[src/rtl/bwt_pkg.sv]
package bwt_pkg;
  typedef enum logic [1:0] {
    ST_IDLE  = 2'd0,
    ST_ARMED = 2'd1,
    ST_FIRED = 2'd2
  } mon_state_e;

  localparam int SRC_N = 4;

  // control register layout, bit 0 at the bottom
  typedef struct packed {
    logic [SRC_N-1:0] trig_sel; // 9:6
    logic [SRC_N-1:0] arm_sel;  // 5:2
    logic             tmd;      // 1
    logic             en;       // 0
  } ctrl_t;

  localparam int CTRL_W = $bits(ctrl_t);

  localparam logic [2:0] OFS_CTRL   = 3'd0;
  localparam logic [2:0] OFS_ADDR   = 3'd1;
  localparam logic [2:0] OFS_AMASK  = 3'd2;
  localparam logic [2:0] OFS_TMASK  = 3'd3;
  localparam logic [2:0] OFS_CTX    = 3'd4;
  localparam logic [2:0] OFS_STATUS = 3'd5;
endpackage

[src/rtl/bwt_regs.sv]
module bwt_regs
  import bwt_pkg::*;
#(
  parameter int AW = 32,
  parameter int DW = 32,
  parameter int NT = 8,
  parameter int CW = 8
) (
  input  logic          clk,
  input  logic          rst_n,
  input  logic          wr_en,
  input  logic [2:0]    wr_addr,
  input  logic [DW-1:0] wr_data,
  output ctrl_t         ctrl,
  output logic [AW-1:0] wm_addr,
  output logic [AW-1:0] wm_amask,
  output logic [NT-1:0] wm_tmask,
  output logic [CW-1:0] wm_ctx,
  output logic          sticky_clr
);
  logic unused_wr_bits;
  assign unused_wr_bits = ^wr_data;

  always_ff @(posedge clk) begin
    if (!rst_n) begin
      ctrl     <= '0;
      wm_addr  <= '0;
      wm_amask <= '0;
      wm_tmask <= '0;
      wm_ctx   <= '0;
    end else if (wr_en) begin
      case (wr_addr)
        OFS_CTRL:  ctrl     <= ctrl_t'(wr_data[CTRL_W-1:0]);
        OFS_ADDR:  wm_addr  <= wr_data[AW-1:0];
        OFS_AMASK: wm_amask <= wr_data[AW-1:0];
        OFS_TMASK: wm_tmask <= wr_data[NT-1:0];
        OFS_CTX:   wm_ctx   <= wr_data[CW-1:0];
        default: ;
      endcase
    end
  end

  assign sticky_clr = wr_en && (wr_addr == OFS_STATUS) && wr_data[0];
endmodule

[src/rtl/bwt_match.sv]
module bwt_match
  import bwt_pkg::*;
#(
  parameter int AW  = 32,
  parameter int NT  = 8,
  parameter int CW  = 8,
  localparam int TIW = (NT > 1) ? $clog2(NT) : 1
) (
  input  logic [AW-1:0]    bus_addr,
  input  logic [TIW-1:0]   bus_type,
  input  logic [CW-1:0]    ctx_id,
  input  logic             ext_trig_in,
  input  logic             tb_event_in,
  input  logic             pm_ovf_in,
  input  ctrl_t            ctrl,
  input  logic [AW-1:0]    wm_addr,
  input  logic [AW-1:0]    wm_amask,
  input  logic [NT-1:0]    wm_tmask,
  input  logic [CW-1:0]    wm_ctx,
  output logic             addr_hit,
  output logic             type_hit,
  output logic [SRC_N-1:0] src_vec
);
  function automatic logic f_addr_hit(input logic [AW-1:0] a, input logic [AW-1:0] ref_a,
                                      input logic [AW-1:0] msk);
    return ((a ^ ref_a) & msk) == '0;
  endfunction

  function automatic logic f_type_hit(input logic [TIW-1:0] t, input logic [NT-1:0] msk,
                                      input logic bypass);
    return bypass || msk[t];
  endfunction

  assign addr_hit = f_addr_hit(bus_addr, wm_addr, wm_amask);
  assign type_hit = f_type_hit(bus_type, wm_tmask, ctrl.tmd);
  assign src_vec  = {(ctx_id == wm_ctx), pm_ovf_in, tb_event_in, ext_trig_in};
endmodule

[src/rtl/bwt_seq.sv]
module bwt_seq
  import bwt_pkg::*;
(
  input  logic             clk,
  input  logic             rst_n,
  input  ctrl_t            ctrl,
  input  logic             bus_valid,
  input  logic             addr_hit,
  input  logic             type_hit,
  input  logic [SRC_N-1:0] src_vec,
  input  logic             sticky_clr,
  output logic             ext_trig_out,
  output logic             pm_event_out,
  output logic             tb_arm_out,
  output logic             tb_trig_out,
  output logic             hit_sticky,
  output logic             mon_armed
);
  mon_state_e state, state_nx;
  logic arm_cond, trig_src_ok, qual, arm_now;

  assign arm_cond    = (ctrl.arm_sel == '0) || |(ctrl.arm_sel & src_vec);
  assign trig_src_ok = &(~ctrl.trig_sel | src_vec);
  assign qual        = ctrl.en && (state != ST_IDLE) && bus_valid && addr_hit && type_hit
                       && trig_src_ok;
  assign arm_now     = ctrl.en && (state == ST_IDLE) && arm_cond;

  always_comb begin
    state_nx = state;
    if (!ctrl.en) state_nx = ST_IDLE;
    else begin
      case (state)
        ST_IDLE:  if (arm_cond) state_nx = ST_ARMED;
        ST_ARMED: if (qual) state_nx = ST_FIRED;
        default:  state_nx = state;
      endcase
    end
  end

  always_ff @(posedge clk) begin
    if (!rst_n) begin
      state        <= ST_IDLE;
      ext_trig_out <= 1'b0;
      pm_event_out <= 1'b0;
      tb_arm_out   <= 1'b0;
      tb_trig_out  <= 1'b0;
      hit_sticky   <= 1'b0;
    end else begin
      state        <= state_nx;
      ext_trig_out <= qual;
      pm_event_out <= qual;
      tb_arm_out   <= arm_now;
      tb_trig_out  <= qual && (state == ST_ARMED);
      hit_sticky   <= qual || (hit_sticky && !sticky_clr);
    end
  end

  assign mon_armed = (state != ST_IDLE);

  AST_OFF_NO_TRIG: assert property (@(posedge clk) disable iff (!rst_n)
    !ctrl.en |=> !ext_trig_out);
  AST_TRIG_NEEDS_TXN: assert property (@(posedge clk) disable iff (!rst_n)
    $rose(ext_trig_out) |-> $past(bus_valid));
  AST_TB_TRIG_ONCE: assert property (@(posedge clk) disable iff (!rst_n)
    tb_trig_out |=> !tb_trig_out);
  AST_ARM_STROBE_ARMED: assert property (@(posedge clk) disable iff (!rst_n)
    tb_arm_out |-> mon_armed);
  AST_STICKY_ON_TRIG: assert property (@(posedge clk) disable iff (!rst_n)
    ext_trig_out |-> hit_sticky);
endmodule

[src/rtl/bus_watch_trig.sv]
module bus_watch_trig
  import bwt_pkg::*;
#(
  parameter int AW  = 32,
  parameter int DW  = 32,
  parameter int NT  = 8,
  parameter int CW  = 8,
  localparam int TIW = (NT > 1) ? $clog2(NT) : 1
) (
  input  logic           clk,
  input  logic           rst_n,
  input  logic           reg_wr_en,
  input  logic [2:0]     reg_wr_addr,
  input  logic [DW-1:0]  reg_wr_data,
  input  logic           bus_valid,
  input  logic [AW-1:0]  bus_addr,
  input  logic [TIW-1:0] bus_type,
  input  logic [CW-1:0]  ctx_id,
  input  logic           ext_trig_in,
  input  logic           tb_event_in,
  input  logic           pm_ovf_in,
  output logic           ext_trig_out,
  output logic           pm_event_out,
  output logic           tb_arm_out,
  output logic           tb_trig_out,
  output logic           hit_sticky,
  output logic           mon_armed
);
  ctrl_t            ctrl;
  logic [AW-1:0]    wm_addr, wm_amask;
  logic [NT-1:0]    wm_tmask;
  logic [CW-1:0]    wm_ctx;
  logic             sticky_clr, addr_hit, type_hit;
  logic [SRC_N-1:0] src_vec;

  bwt_regs #(.AW(AW), .DW(DW), .NT(NT), .CW(CW)) regs_i (
    .clk(clk), .rst_n(rst_n), .wr_en(reg_wr_en), .wr_addr(reg_wr_addr),
    .wr_data(reg_wr_data), .ctrl(ctrl), .wm_addr(wm_addr), .wm_amask(wm_amask),
    .wm_tmask(wm_tmask), .wm_ctx(wm_ctx), .sticky_clr(sticky_clr)
  );

  bwt_match #(.AW(AW), .NT(NT), .CW(CW)) match_i (
    .bus_addr(bus_addr), .bus_type(bus_type), .ctx_id(ctx_id),
    .ext_trig_in(ext_trig_in), .tb_event_in(tb_event_in), .pm_ovf_in(pm_ovf_in),
    .ctrl(ctrl), .wm_addr(wm_addr), .wm_amask(wm_amask), .wm_tmask(wm_tmask),
    .wm_ctx(wm_ctx), .addr_hit(addr_hit), .type_hit(type_hit), .src_vec(src_vec)
  );

  bwt_seq seq_i (
    .clk(clk), .rst_n(rst_n), .ctrl(ctrl), .bus_valid(bus_valid),
    .addr_hit(addr_hit), .type_hit(type_hit), .src_vec(src_vec),
    .sticky_clr(sticky_clr), .ext_trig_out(ext_trig_out), .pm_event_out(pm_event_out),
    .tb_arm_out(tb_arm_out), .tb_trig_out(tb_trig_out), .hit_sticky(hit_sticky),
    .mon_armed(mon_armed)
  );

  AST_ZERO_AMASK_HITS: assert property (@(posedge clk) disable iff (!rst_n)
    (wm_amask == '0) |-> addr_hit);
  AST_ZERO_TMASK_NONE: assert property (@(posedge clk) disable iff (!rst_n)
    (wm_tmask == '0 && !ctrl.tmd) |-> !type_hit);
  AST_BYPASS_TYPE: assert property (@(posedge clk) disable iff (!rst_n)
    ctrl.tmd |-> type_hit);
endmodule

[config.mk]
export PLATFORM = sky130hd
export DESIGN_NAME = bus_watch_trig
export DESIGN_NICKNAME = d
export VERILOG_FILES = /design/src/rtl/bwt_pkg.sv /design/src/rtl/bwt_regs.sv /design/src/rtl/bwt_match.sv /design/src/rtl/bwt_seq.sv /design/src/rtl/bus_watch_trig.sv
export SDC_FILE = /design/constraint.sdc
export NUM_CORES = 1
export LEC_CHECK = 0
export BUFFER_PORTS_ARGS = -buffer_cell sky130_fd_sc_hd__buf_2
export CORE_MARGIN = 3
export CORE_UTILIZATION = 60
export CTS_BUF_LIST = sky130_fd_sc_hd__clkbuf_4
export DETAILED_ROUTE_END_ITERATION = 8
export PLACE_DENSITY = 0.87
export SYNTH_ARGS = -nofsm -noshare
export SYNTH_HDL_FRONTEND = slang
export SYNTH_SLANG_ARGS = --single-unit
[constraint.sdc]
create_clock -name clk -period 2.9 [get_ports clk]
set_clock_uncertainty 0.15 [all_clocks]
set_input_delay 0.435 -clock clk [delete_from_list [all_inputs] [get_ports clk]]
set_output_delay 0.435 -clock clk [all_outputs]
set_load 0.005 [all_outputs]
**Yosys cells after proc, flatten, opt, wreduce, memory -nomap -nowiden**

Cells that the tools add are included.

- Bits in registers: 96
- Latch bits: 0
- Bits in writable memories: 0
- ROM bits: 0
- Input bits: 85
- Output and inout port bits: 6
- Memories kept: 0

- Add/subtract/negate cells: 0
- $mul: 0
- Divide/modulo/power cells: 0
- Magnitude comparators: 1
- Equal/unequal tests: 9
- Shift operators: 0
- Multiplexer cells: 5
- Bitwise logic cells: 5
- Reductions and logical operators: 30

Operator list:

| kind | count |
|---|---|
| $and 32x32->32 | 1 |
| $logic_not 32->1 | 1 |
| $xor 32x32->32 | 1 |
| $reduce_and 2->1 | 6 |
| $logic_and 1x1->1 | 11 |
| $eq 8x8->1 | 1 |
| $eq 3x2->1 const B | 2 |
| $eq 3x3->1 const B | 2 |
| $and 4x4->4 | 1 |
| $logic_not 4->1 | 1 |
| $lt 3x4->1 const B | 1 |
| $mux 2 | 2 |
| $ne 2x1->1 const B | 2 |
| $not 4->4 | 1 |
| $or 4x4->4 | 1 |
| $pmux 2 s2 | 1 |
| $reduce_and 4->1 | 1 |
| $reduce_bool 2->1 | 2 |
| $reduce_or 4->1 | 1 |
| $bmux 1 s3 | 1 |
| $eq 3x1->1 const B | 1 |
| $logic_not 3->1 | 1 |
| $logic_or 1x1->1 | 3 |
| $reduce_and 3->1 | 1 |
| other kinds (4) | 4 |

**Longest topological paths before layout**

- Depth after elaboration: 8
- Mapped depth: 7
- Depth with buffers taken out: 6

**Cells and area by module**

Synthesis repeated with hierarchy kept, for this count alone.

- Cell total of the unflattened synthesis: 436
- Area, all modules: 4256.6 µm²

Modules (own cells, without submodules):

| module | instances | cells an instance | area an instance (µm²) | seq. area each (µm²) |
|---|---|---|---|---|
| bwt_regs | 1 | 334 | 3352.0 | 1801.7 |
| bwt_match | 1 | 71 | 604.3 | 0.0 |
| bwt_seq | 1 | 31 | 300.3 | 120.1 |

**Worst setup path after synthesis**

Ideal clock, no wire load.

- Kind: input -> register
- Start: in bus_type[0]
- End: reg seq_i.hit_sticky
- Library setup time: 0.132 ns
- Data arrival time: 1.550 ns
- Required time: 2.618 ns
- Slack: 1.068 ns
- Cell stages on the path: 6
- Buffers on the path: 0
- Path through: mux4_1 -> nor2b_2 -> a211oi_2 -> nor3_1 -> nand3_1 -> a21oi_1

- Longest elaborated chain between the ends: 6

Ends and longest elaborated chain:

| item | RTL line | text |
|---|---|---|
| start: declaration | bus_watch_trig.sv:17 | `input logic [TIW-1:0] bus_type,` |
| $bmux 1 s3 | bwt_match.sv:31 | `return bypass \|\| msk[t];` |
| $mux 1 (implied by the code) | bwt_match.sv:31 |  |
| $logic_or 1x1->1 | bwt_match.sv:31 |  |
| $logic_and 1x1->1 | bwt_seq.sv:24 | `assign qual = ctrl.en && (state != ST_IDLE) && bus_valid && addr_hit && type_hit` |
| $logic_and 1x1->1 | bwt_seq.sv:25 | `&& trig_src_ok;` |
| $logic_or 1x1->1 | bwt_seq.sv:54 | `hit_sticky <= qual \|\| (hit_sticky && !sticky_clr);` |
| end signal: assignment | bwt_seq.sv:54 |  |
| end: declaration | bwt_seq.sv:16 | `output logic hit_sticky,` |

No other way between the ends. The select of a mux whose other input is x is not followed.
A chain may end at the register's enable or synchronous reset.

**Worst setup path after layout**

- Start: reg regs_i.wm_ctx[3]
- End: reg seq_i.tb_trig_out

- Longest elaborated chain between the ends: 5

Ends and longest elaborated chain:

| item | RTL line | text |
|---|---|---|
| start: declaration | bwt_regs.sv:18 | `output logic [CW-1:0] wm_ctx,` |
| start signal: assignment | bwt_regs.sv:37 | `OFS_CTX: wm_ctx <= wr_data[CW-1:0];` |
| $eq 8x8->1 | bwt_match.sv:36 | `assign src_vec = {(ctx_id == wm_ctx), pm_ovf_in, tb_event_in, ext_trig_in};` |
| $or 4x4->4 | bwt_seq.sv:23 | `assign trig_src_ok = &(~ctrl.trig_sel \| src_vec);` |
| $reduce_and 4->1 | bwt_seq.sv:23 |  |
| $logic_and 1x1->1 | bwt_seq.sv:25 |  |
| $logic_and 1x1->1 | bwt_seq.sv:53 | `tb_trig_out <= qual && (state == ST_ARMED);` |
| end signal: assignment | bwt_seq.sv:53 |  |
| end: declaration | bwt_seq.sv:15 | `output logic tb_trig_out,` |

No other way between the ends.

==> impl_metrics.py <==
metrics = {
    "run_status": {
        "run_status": "finished clean",
    },
    "placed_design": {
        "detailed_place_hpwl_um": 7410,
        "gp_congestion": 0.834,
        "io_buffers": 90,
        "dp.cells": 679,
        "placed_area_sq_um": 4600,
    },
    "final_layout": {
        "fin_nets": 698,
        "final_cells": 694,
        "fin_area_sq_um": 4750,
        "drive_gt1_share_pct": 19.0,
        "layout_common_cells": "nand2_1, dfxtp_1, a21oi_1",
        "multi_input_area_sq_um": 2070,
        "nFillCells": 543,
        "seq_area_sq_um": 1920,
        "antennaDiodeCount": 0,
        "mostFrequentLayoutCell": "nand2_1",
        "syn_to_final_growth_pct": 15.5,
    },
    "die": {
        "fp.dieArea_sq_um": 7880,
        "ios": 91,
        "die_y_um": 88.8,
        "die_w_um": 88.8,
        "core.rowCount": 29,
        "coreArea_sq_um": 6490,
        "start_util_pct": 63.3,
    },
    "power_and_ir_drop": {
        "ir_worst_vdd_mv": 0.405,
        "p_per_area_nw_per_um2": 497,
        "leakagePower_uw": 0.00193,
    },
    "route": {
        "drtPass1Iterations": 5,
        "routed_wl_um": 10600,
        "antenna_left": 0,
        "drtIter0Drc": 241,
        "wl_per_cell_um": 15.3,
        "viasPerCell": 5.67,
        "vias": 3935,
        "post-route-drc-count": 0,
    },
    "setup_path": {
        "crit_path_end_kind": "flop",
        "worst_setup_path_start_kind": "flop",
        "cp_common_cell": "nor4_1",
        "worstReg2RegStart": "regs_i.wm_ctx[3]",
        "crit_required_ps": 3100,
        "critPathMaxStageDelay_ps": 470,
        "r2r_end": "seq_i.tb_trig_out",
        "critPathKind": "flop to flop",
        "path_buf_inv": 0,
        "ff2ff_setup_slack_ps": 970,
        "ff2ff_path_depth": 6,
        "crit_chain": "xor2_1 > nor4_1 > a21bo_2 > and3_1 > nand3_1 > nor4_1",
        "slowest_stage": "nor4_1",
        "crit_path_start": "regs_i.wm_ctx[3]",
        "crit_arrival_ps": 2130,
        "critical_path.top_delay_family": "simple AND/OR/NAND/NOR gates",
        "path_max_fanout": 3,
    },
    "sta": {
        "timing.slew.headroom_pct": 58.4,
        "tightest_slew_ps": 624,
        "min_period_ps": 1930,
        "rsz0062_at_grt": "no",
        "hold_viol": 0,
        "finalSetupTns_ps": 0,
        "setup_viol": 0,
        "slew_violations": 0,
        "fmax_mhz": 517,
        "period_share_pct": 66.6,
        "hold_ws_ps": 56.3,
    },
    "synthesis": {
        "synthesis.area_sq_um": 4110,
        "synth-simple-area-share_pct": 26.6,
        "syn_avg_cell_area_sq_um": 7.70,
        "synth_xor_xnor_area_share_pct": 8.52,
        "synth_nets": 619,
        "syn_inst": 534,
        "synth_top_family_by_area": "simple AND/OR/NAND/NOR gates",
        "synth_compound_area_share_pct": 13.7,
        "synth-seq-area-share_pct": 46.7,
        "synthAdderAreaFrac_pct": 0,
        "synth_mux_area_share_pct": 1.28,
        "yosys_warnings": 0,
        "ys_seq_elements": 96,
        "ys_types": 31,
    },
    "clocking": {
        "cts_made_buffers": 9,
        "cts.path.max_buffers": 2,
        "clk_pin_slew_ps": 150,
        "clkSinkCount": 96,
        "hold_buffers": 0,
        "htreeDepth": 3,
        "post_cts_buffers": 0,
        "cts_root_buf": "clkbuf_4",
        "clk_latency_ps": 450,
        "cts_tree": "yes",
        "postCtsResizedCells": 0,
    },
    "hold_path": {
        "whs_path_depth": 3,
        "hold_start": "reg_wr_data[25]",
        "whs_endpoint": "regs_i.wm_addr[25]",
        "hp-class": "input pin to flop",
    },
    "global_route": {
        "grt_pass1_wl_um": 16400,
        "grt_antenna_before_repair": 0,
        "grt_pass1_vias": 3606,
        "grt_util_all_layers_pct": 27.2,
        "grt_max_degree": 94,
        "overflow": 0,
    },
    "flow_run": {
        "maxCapViolations": 0,
    },
}
## metrics by stage
stage	power [uW]	utilization (%)	setup slack, ps
CTS	2360	73.1	988
global route	2450	73.1	817
finish	2360	73.1	968
global placement	1600	70.8	815
floorplan	1500	-	1070
detailed placement	1610	70.8	792
## registers in the layout, indices dropped and copies added (netlist names)
signal	flops
regs_i.ctrl	10
regs_i.wm_addr	32
regs_i.wm_amask	32
regs_i.wm_ctx	8
regs_i.wm_tmask	8
seq_i.ext_trig_out	1
seq_i.hit_sticky	1
seq_i.state	2
seq_i.tb_arm_out	1
seq_i.tb_trig_out	1
## worst max-delay path by stage
stage,depth (start not counted),to,slack [ps]
final,6,seq_i.tb_trig_out,970
after global routing,6,seq_i.tb_trig_out,820
after CTS,6,seq_i.tb_trig_out,990
after detailed placement,7,seq_i.state[0],790
after global placement,7,seq_i.state[0],820
after floorplan,6,seq_i.hit_sticky,1070
## worst reg2reg max path: cells and delay by family, from the launching register on
family           cells  cell delay [ps]
flip-flops           1              350
XOR/XNOR             1              160
AO/OA/AOI/OAI        1              240
AND/OR/NAND/NOR      4              950
## report_power, final
part / total [uW] / switching, uW / internal, uW
clock: 772 / 423 / 349
combinational: 226 / 133 / 93.0
sequential: 1360 / 15.5 / 1350
total: 2360 / 572 / 1790
## final cells by class
| cell class | instances | area share [%] |
|---|---|---|
| multi-input cells | 407 | 43.5 |
| flip-flops and latches | 96 | 40.5 |
| repair buffers | 95 | 10.5 |
| well taps | 77 | 2.03 |
| clock buffers | 10 | 1.58 |
| clock inverters | 5 | 1.53 |
| inverters | 4 | 0.316 |
## cells in the mapped netlist (all sizes together)
library cell  number  area [sq um]
nand2            211           792
dfxtp             96          1920
a21oi             92           460
xor2              40           350
clkbuf            17          63.8
nand4             12          75.1
buf               10          52.6
nand3             10          50.1
nor4               7          43.8
a22oi              5          37.5
inv                4          15.0
nor2               4          15.0
and3               3          18.8
and2               2          12.5
and4               2          17.5
mux4               2          52.6
nand2b             2          12.5
nor2b              2          15.0
o21ai              2          10.0
or2                2          12.5
a211oi             1          12.5
a21bo              1          10.0
a311oi             1          15.0
nand3b             1          7.51
nor3               1          5.00
nor3b              1          7.51
o221ai             1          8.76
o31a               1          8.76
or2b               1          7.51
## per-layer routing
metal	global-route usage (%)	vias up	part of all wire, %
met5	0	-	0
met4	11.3	0	2.3
met3	5.12	27	6.0
met2	46.1	142	49
met1	33.8	1846	42
li1	-	1920	-
## logic make-up after synthesis
family / Yosys count
flops: 96
xor+xnor: 40
mux: 2
simple gates: 261
compound gates: 104
buf+inv: 31
(Power assumes the default switching activity.)
